===== src/rtl/pmu_wake_pkg.sv =====
package pmu_wake_pkg;
   typedef enum logic [1:0] {
      PW_SLEEP = 2'd0,
      PW_RAMP  = 2'd1,
      PW_RUN   = 2'd2
   } pw_state_e;

   localparam int          REG_AW          = 2;
   localparam logic [1:0]  REG_CTRL        = 2'd0;
   localparam logic [1:0]  REG_STAT        = 2'd1;
   localparam logic [1:0]  REG_STAB        = 2'd2;
   localparam int          CTRL_RESTART_B  = 0;
   localparam int          CTRL_ENTER_B    = 1;
   localparam int          STAT_TMO_B      = 0;
endpackage


===== src/rtl/pmu_sync.sv =====
module pmu_sync #(
   parameter int STAGES = 2,
   parameter int W      = 1
) (
   input  logic         clk,
   input  logic         rst_n,
   input  logic [W-1:0] d,
   output logic [W-1:0] q
);
   if (STAGES < 2) begin : g_bad_stages
      $error("pmu_sync: STAGES must be at least 2");
   end

   logic [STAGES-1:0][W-1:0] chain;

   always_ff @(posedge clk or negedge rst_n) begin
      if (!rst_n) chain <= '0;
      else        chain <= {chain[STAGES-2:0], d};
   end

   assign q = chain[STAGES-1];
endmodule


===== src/rtl/pmu_stable_timer.sv =====
module pmu_stable_timer #(
   parameter int CW = 8
) (
   input  logic          clk,
   input  logic          rst_n,
   input  logic          en,
   input  logic          ok,
   input  logic [CW-1:0] limit,
   output logic          done
);
   logic [CW-1:0] cnt;
   logic [CW:0]   next_cnt;

   assign next_cnt = {1'b0, cnt} + 1'b1;
   assign done     = en && ok && (next_cnt >= {1'b0, limit});

   always_ff @(posedge clk or negedge rst_n) begin
      if (!rst_n)                   cnt <= '0;
      else if (!en || !ok || done)  cnt <= '0;
      else if (cnt != '1)           cnt <= cnt + 1'b1;
   end
endmodule


===== src/rtl/pmu_halt_wdt.sv =====
module pmu_halt_wdt #(
   parameter int LIMIT = 1024
) (
   input  logic clk,
   input  logic rst_n,
   input  logic run,
   input  logic restart,
   output logic expire
);
   localparam int CW = (LIMIT > 2) ? $clog2(LIMIT) : 1;

   if (LIMIT < 2) begin : g_bad_limit
      $error("pmu_halt_wdt: LIMIT must be at least 2");
   end

   logic [CW-1:0] cnt;

   assign expire = run && !restart && (cnt == CW'(LIMIT - 1));

   always_ff @(posedge clk or negedge rst_n) begin
      if (!rst_n)                       cnt <= '0;
      else if (!run || restart || expire) cnt <= '0;
      else                              cnt <= cnt + 1'b1;
   end
endmodule


===== src/rtl/pmu_wake_seq.sv =====
module pmu_wake_seq
   import pmu_wake_pkg::*;
#(
   parameter int SYNC_STAGES  = 2,
   parameter int STAB_W       = 8,
   parameter int STAB_RESET   = 16,
   parameter int WDT_LIMIT    = 1024,
   parameter int DATA_W       = 8,
   parameter bit SYNC_CARRIER = 1'b1
) (
   input  logic              clk,
   input  logic              rst_n,
   input  logic              pwr_btn,
   input  logic              carrier_det,
   input  logic              good_main,
   input  logic              good_mem,
   output logic              mem_supply_req,
   output logic              core_rst_n,
   output logic              periph_rst_n,
   input  logic              bus_sel,
   input  logic              bus_we,
   input  logic [REG_AW-1:0] bus_addr,
   input  logic [DATA_W-1:0] bus_wdata,
   output logic [DATA_W-1:0] bus_rdata
);
   if (DATA_W < 2 || STAB_W > DATA_W) begin : g_bad_width
      $error("pmu_wake_seq: need 2 <= DATA_W and STAB_W <= DATA_W");
   end
   if (STAB_RESET < 0 || STAB_RESET >= (1 << STAB_W)) begin : g_bad_stab
      $error("pmu_wake_seq: STAB_RESET does not fit STAB_W");
   end

   pw_state_e   state_q, state_d;
   logic        btn_s, btn_d, btn_edge, car_s, wake;
   logic        stab_done, wdt_expire, tmo_q;
   logic [STAB_W-1:0] stab_q;
   logic        wr_ctrl, wr_stat, wr_stab;
   logic        restart_req, enter_req, clr_tmo;

   // wake sources
   pmu_sync #(.STAGES(SYNC_STAGES), .W(1)) u_btn_sync (
      .clk(clk), .rst_n(rst_n), .d(pwr_btn), .q(btn_s));

   always_ff @(posedge clk or negedge rst_n) begin
      if (!rst_n) btn_d <= 1'b0;
      else        btn_d <= btn_s;
   end
   assign btn_edge = btn_s ^ btn_d;

   if (SYNC_CARRIER) begin : g_car_sync
      pmu_sync #(.STAGES(SYNC_STAGES), .W(1)) u_car_sync (
         .clk(clk), .rst_n(rst_n), .d(carrier_det), .q(car_s));
   end else begin : g_car_direct
      assign car_s = carrier_det;
   end

   assign wake = btn_edge || car_s;

   // register decode
   assign wr_ctrl     = bus_sel && bus_we && (bus_addr == REG_CTRL);
   assign wr_stat     = bus_sel && bus_we && (bus_addr == REG_STAT);
   assign wr_stab     = bus_sel && bus_we && (bus_addr == REG_STAB);
   assign restart_req = wr_ctrl && bus_wdata[CTRL_RESTART_B];
   assign enter_req   = wr_ctrl && bus_wdata[CTRL_ENTER_B];
   assign clr_tmo     = wr_stat && bus_wdata[STAT_TMO_B];

   always_ff @(posedge clk or negedge rst_n) begin
      if (!rst_n)       stab_q <= STAB_W'(STAB_RESET);
      else if (wr_stab) stab_q <= bus_wdata[STAB_W-1:0];
   end

   always_ff @(posedge clk or negedge rst_n) begin
      if (!rst_n)          tmo_q <= 1'b0;
      else if (wdt_expire) tmo_q <= 1'b1;
      else if (clr_tmo)    tmo_q <= 1'b0;
   end

   always_comb begin
      bus_rdata = '0;
      case (bus_addr)
         REG_STAT: bus_rdata[STAT_TMO_B] = tmo_q;
         REG_STAB: bus_rdata = DATA_W'(stab_q);
         default:  bus_rdata = '0;
      endcase
   end

   // supply stability and halt watchdog
   pmu_stable_timer #(.CW(STAB_W)) u_stab (
      .clk(clk), .rst_n(rst_n), .en(state_q == PW_RAMP),
      .ok(good_main && good_mem), .limit(stab_q), .done(stab_done));

   pmu_halt_wdt #(.LIMIT(WDT_LIMIT)) u_wdt (
      .clk(clk), .rst_n(rst_n), .run(state_q == PW_RUN),
      .restart(restart_req), .expire(wdt_expire));

   // sequencer
   always_comb begin
      state_d = state_q;
      case (state_q)
         PW_SLEEP: if (wake)                    state_d = PW_RAMP;
         PW_RAMP:  if (stab_done)               state_d = PW_RUN;
         PW_RUN:   if (wdt_expire || enter_req) state_d = PW_SLEEP;
         default:                               state_d = PW_SLEEP;
      endcase
   end

   always_ff @(posedge clk or negedge rst_n) begin
      if (!rst_n) state_q <= PW_SLEEP;
      else        state_q <= state_d;
   end

   assign mem_supply_req = (state_q != PW_SLEEP);
   assign core_rst_n     = (state_q == PW_RUN);
   assign periph_rst_n   = (state_q == PW_RUN);
endmodule


===== config.mk =====
export PLATFORM = sky130hd
export DESIGN_NAME = pmu_wake_seq
export DESIGN_NICKNAME = d
export VERILOG_FILES = /design/src/rtl/pmu_wake_pkg.sv /design/src/rtl/pmu_sync.sv /design/src/rtl/pmu_stable_timer.sv /design/src/rtl/pmu_halt_wdt.sv /design/src/rtl/pmu_wake_seq.sv
export SDC_FILE = /design/constraint.sdc
export NUM_CORES = 1
export LEC_CHECK = 0
export ABC_AREA = 1
export CAP_MARGIN = 10
export CORE_ASPECT_RATIO = 0.7
export CORE_MARGIN = 10
export CORE_UTILIZATION = 49
export CTS_BUF_LIST = sky130_fd_sc_hd__clkbuf_8 sky130_fd_sc_hd__clkbuf_16
export CTS_CLUSTER_DIAMETER = 120
export CTS_CLUSTER_SIZE = 20
export DETAILED_ROUTE_END_ITERATION = 7
export GPL_TIMING_DRIVEN = 1
export PLACE_DENSITY = 0.78
export SKIP_LAST_GASP = 1
export SLEW_MARGIN = 20
export SYNTH_ARGS = -nofsm -noshare
export SYNTH_HDL_FRONTEND = slang
export SYNTH_HIERARCHICAL = 1
export SYNTH_SLANG_ARGS = --single-unit

===== constraint.sdc =====
create_clock -name clk -period 2 [get_ports clk]
set_input_delay 0.3 -clock clk [delete_from_list [all_inputs] [get_ports clk]]
set_output_delay 0.3 -clock clk [all_outputs]
set_load 0.02 [all_outputs]

==> results summary <==
The clock arrives with around 0.0076 ns of skew. The number of buffers and inverters on the critical path is 3. The run finished, with violations left. The routed wire length per instance is around 14 µm.

The largest total area in the synthesized netlist belongs to dfrtp_1. The synthesized design devotes to its leading area cell type between 40% and 50% of total area. The static power due to leakage came out at 1.45 nW. Setup repair after global routing could not meet its margin everywhere. The critical path ends at u_stab/cnt[1]. The data required time of the worst path is about 2.2 ns. The number of global-route vias before repair came out at approximately 1700. The number of flip-flops and latches in the synthesized netlist came out at 34.

The detailed-route wire length is approximately 4.8 mm. Once placement completed, the tool counted placed cells totaling 337. The depth of the worst register-to-register path came out at 14. The die span in y came out at 72.9 µm. The DRC violation total after the first TritonRoute iteration came out at between 70 and 80.

The type of the worst min-delay path is reg2reg. The internal power summed over all cells came out at around 1.4 mW. At the worst endpoint, the arrival time is between 2 and 3 ns. Dividing the final minimum period by the clock period gives 116%. The final number of max-transition violations was 0. The length of the first detailed-routing pass in iterations came out at 5.

Entering global routing, the biggest net connects 35 pins. The sequential element share of the synthesized area is 43.5%. Walking the worst path, the cells encountered are ha_4 -> nand2_4 -> buf_6 -> nor3_4 -> xor2_2 -> ha_1 -> nand2_1 -> inv_1 -> nand2_1 -> nand2_1 -> nand2_2 -> buf_4 -> nand3_4 -> nor2_1. The switching share of total power came out at between 20 and 30%. The effective utilization at floorplan is 50.5%. The distinct cell type count of the synthesized netlist is 31. The antenna violation net count after detailed routing came out at 0. The overall routing resource usage came out at between 10% and 20%. The number of diodes added for antenna fixing came out at 0. The combined area of all synthesized cells came out at 1960 µm². The relative contribution of the clock network to total power is between 30% and 40%. TritonCTS built the clock tree. The number of clock sinks is 34.

The commonest cells after synthesis are nand2_1 (64), inv_1 (49), dfrtp_1 (33). The number of port buffers is 28. The clock latency reported for the late side of the worst-skew pair is 0.29 ns. Counting the buffers created by CTS gives 5. The half-perimeter wire length of the detailed placement result is about 3.3 mm. For the final routed database, the setup TNS stands at -2.95 ns. Overall power consumption after layout is estimated at between 1.5 and 2 mW. After the last flow step, the layout net total stands at between 300 and 400.

In the routed design, unresolved DRC markers number 0. In this run the number of cells on the critical path is 14. The maximum resistive drop on vdd came out at between 500 and 600 µV.

Synthesis handed over a netlist of 245 instances. By instance count, the cell type seen most on the critical path is nand2_1. Yosys mapped a number of flops with a built-in enable equal to 0. The largest delay contributor family on the critical path is simple AND/OR/NAND/NOR gates. The final number of setup-violating endpoints came out at 10. The final period demand of the worst path came out at between 2 and 2.5 ns. During synthesis, Yosys emitted a total of 6 warnings. The mean cell area of the mapped netlist came out at around 8.0 µm². The area of the core region is roughly 3900 µm². For the pin with the worst max-slew slack, the measured transition is roughly 0.42 ns. The floorplan step defined a die boundary enclosing a little under 7000 µm². nand2_1 is the most common cell in the netlist. The number of placed I/O pins came out at 29. In this run the cell area measured after placement is approximately 2400 µm². The share of total power dissipated in sequential elements is about two fifths. Combinational logic is responsible for 21.0% of the overall power. The cell sitting at the root of the clock tree is a clkbuf_8. The async set-or-reset flop fraction in the synthesized netlist came out at 100%. The final count of hold timing violations is 0. The slowest stage of the critical path is the dfrtp_1 cell. The instance count along the most critical hold path is 0.

The number of buffers between clock root and the deepest sink is 2. The relative max-transition margin is a little under three quarters. The final design area excluding fillers is 2730 µm².

The first element of the critical path is u_stab/cnt[0]. The via count came out at between 1500 and 2000. The clock-pin slew on the worst setup and hold paths is about 0.070 ns. Counting every net in the synthesized netlist gives about 280. In this run the critical register-to-register path is captured at u_stab/cnt[1]. In this run the critical register-to-register path is launched from u_stab/cnt[0]. Among all flip-flop cells after synthesis, the most frequent one is dfrtp_1.

The pre-CTS setup slack came out at -0.282 ns. The global placer's final weighted congestion came out at around 0.82. The setup path with the least slack is of type reg2reg. The peak per-stage delay on the critical path is 0.40 ns. The number of antenna violations at the first check in global routing came out at 0.

Across all register-to-register paths, the minimum setup slack is -0.32 ns. The fraction of final layout cells with drive strength greater than 1 is 25.0%. Using the TritonRoute via totals, the vias-per-cell ratio works out to between 4 and 5. The worst setup path is launched from a flip-flop.

The aggregate global routing overflow came out at 0. The number of levels the H-tree was split into came out at 2. The site row count is 19. The final critical-path setup slack came out at -0.322 ns. Static timing analysis puts the maximum clock frequency at 0.431 GHz. The largest fanout on the critical path came out at 8. After synthesis, the cell types taking the most area are dfrtp_1 (42%), nand2_1 (12%), inv_1 (9.4%), ha_1 (8.3%), nor2_1 (4.8%). Power spread over the standard cell area amounts to between 700 and 800 nW/µm².

The first global-routing pass estimated 7.65 mm of wire. The number of non-filler instances in the completed layout came out at roughly 350. The final reports fail on negative setup slack. The worst setup path is captured at a flip-flop. Max-cap violations in this run came to 0. The switching power total came out at between 0.5 and 0.6 mW. Measured along the x axis, the die boundary spans 95.5 µm. The area growth from synthesis to layout came out at 39.7%.
==> worst register-to-register path: cells and delay by family (launching register included) <==
kind | cells | cell delay, ns
simple gates | 8 | 0.94
fa+ha+maj | 2 | 0.44
flops | 1 | 0.40
buf+inv | 3 | 0.31
xor+xnor | 1 | 0.18
==> metrics by stage <==
| stage | hold slack, ns | util (%) |
|---|---|---|
| floorplan | 0.00441 | - |
| global placement | 0.334 | 62.1 |
| detailed placement | 0.335 | 62.1 |
| CTS | 0.352 | 67.4 |
| global route | 0.373 | 70.6 |
| finish | 0.352 | 70.6 |
==> layer usage <==
metal	track usage, %	routed length [µm]	up-vias
li1	-	-	842
met1	17.5	2160	825
met2	21.6	2320	38
met3	4.52	273	8
met4	3.59	76	0
met5	0	0	-
==> how the worst min path moves through the flow <==
| stage | from | end | slack (ns) |
|---|---|---|---|
| 2_1_floorplan | rst_n | btn_d | 0.004 |
| 3_3_place_gp | u_btn_sync/chain[0] | u_btn_sync/q | 0.33 |
| 3_5_place_dp | g_car_sync.u_car_sync/chain[0] | g_car_sync.u_car_sync/q | 0.33 |
| 4_1_cts | g_car_sync.u_car_sync/chain[0] | g_car_sync.u_car_sync/q | 0.35 |
| 5_1_grt | u_btn_sync/chain[0] | u_btn_sync/q | 0.37 |
| 6_report | g_car_sync.u_car_sync/chain[0] | g_car_sync.u_car_sync/q | 0.35 |
==> cells in the final DEF, fill, tap and decap left out, types with 2 or more instances in the layout <==
cell / n
a21oi_1: 4
a21oi_2: 2
buf_4: 18
buf_6: 3
bufinv_16: 2
clkbuf_8: 5
clkdlybuf4s50_1: 20
clkinv_4: 2
dfrtp_1: 33
dlygate4sd2_1: 7
ha_1: 10
ha_4: 2
inv_1: 47
inv_2: 3
nand2_1: 61
nand2_2: 6
nand2_4: 3
nand3_1: 12
nand3_2: 2
nand3_4: 2
nand4_1: 2
nor2_1: 18
nor2_2: 10
nor2_4: 4
xnor2_1: 2
xor2_1: 2
xor2_2: 2
==> logic make-up (layout without fill, tap and decap cells) <==
group	after synthesis	in the layout	share of synthesized area (%)
fa+ha+maj	13	13	8.31
xor+xnor	7	7	3.13
flops	34	34	43.5
simple gates	125	125	30.1
buf+inv	54	109	11.4
compound gates	12	12	3.52
==> what timing repair did <==
action                                  in CTS  in global routing
buffers inserted                             3                  4
pin swaps                                    8                  7
endpoints found under the setup margin      18                 11
resized for setup                           18                 25
hold endpoints to repair                     0                  0
hold buffers                                 0                  0
==> power groups by stage <==
stage          clock [mW]  combinational, mW  sequential [mW]
6_report            0.769              0.412            0.785
5_1_grt             0.808              0.460            0.791
4_1_cts             0.776              0.365            0.783
3_5_place_dp            0              0.360            0.793
3_3_place_gp            0              0.349            0.793
2_1_floorplan           0              0.208            0.785
==> sequential cells by signal (all words and copies together) (netlist names) <==
| name | count |
|---|---|
| btn_d | 1 |
| g_car_sync.u_car_sync/chain | 1 |
| tmo_q | 1 |
| stab_q | 8 |
| u_wdt/cnt | 10 |
| state_q | 2 |
| u_stab/cnt | 8 |
| u_btn_sync/q | 1 |
| u_btn_sync/chain | 1 |
| g_car_sync.u_car_sync/q | 1 |
==> cell type report <==
| cell class | count | area, µm² |
|---|---|---|
| Clock buffer | 5 | 68.8 |
| Tap cell | 52 | 65.1 |
| Sequential cell | 34 | 852 |
| Inverter | 51 | 196 |
| Fill cell | 292 | 1140 |
| Clock inverter | 3 | 68.8 |
| Multi-Input combinational cell | 157 | 1030 |
| Timing Repair Buffer | 50 | 455 |
Power figures use the tool's default switching activity.
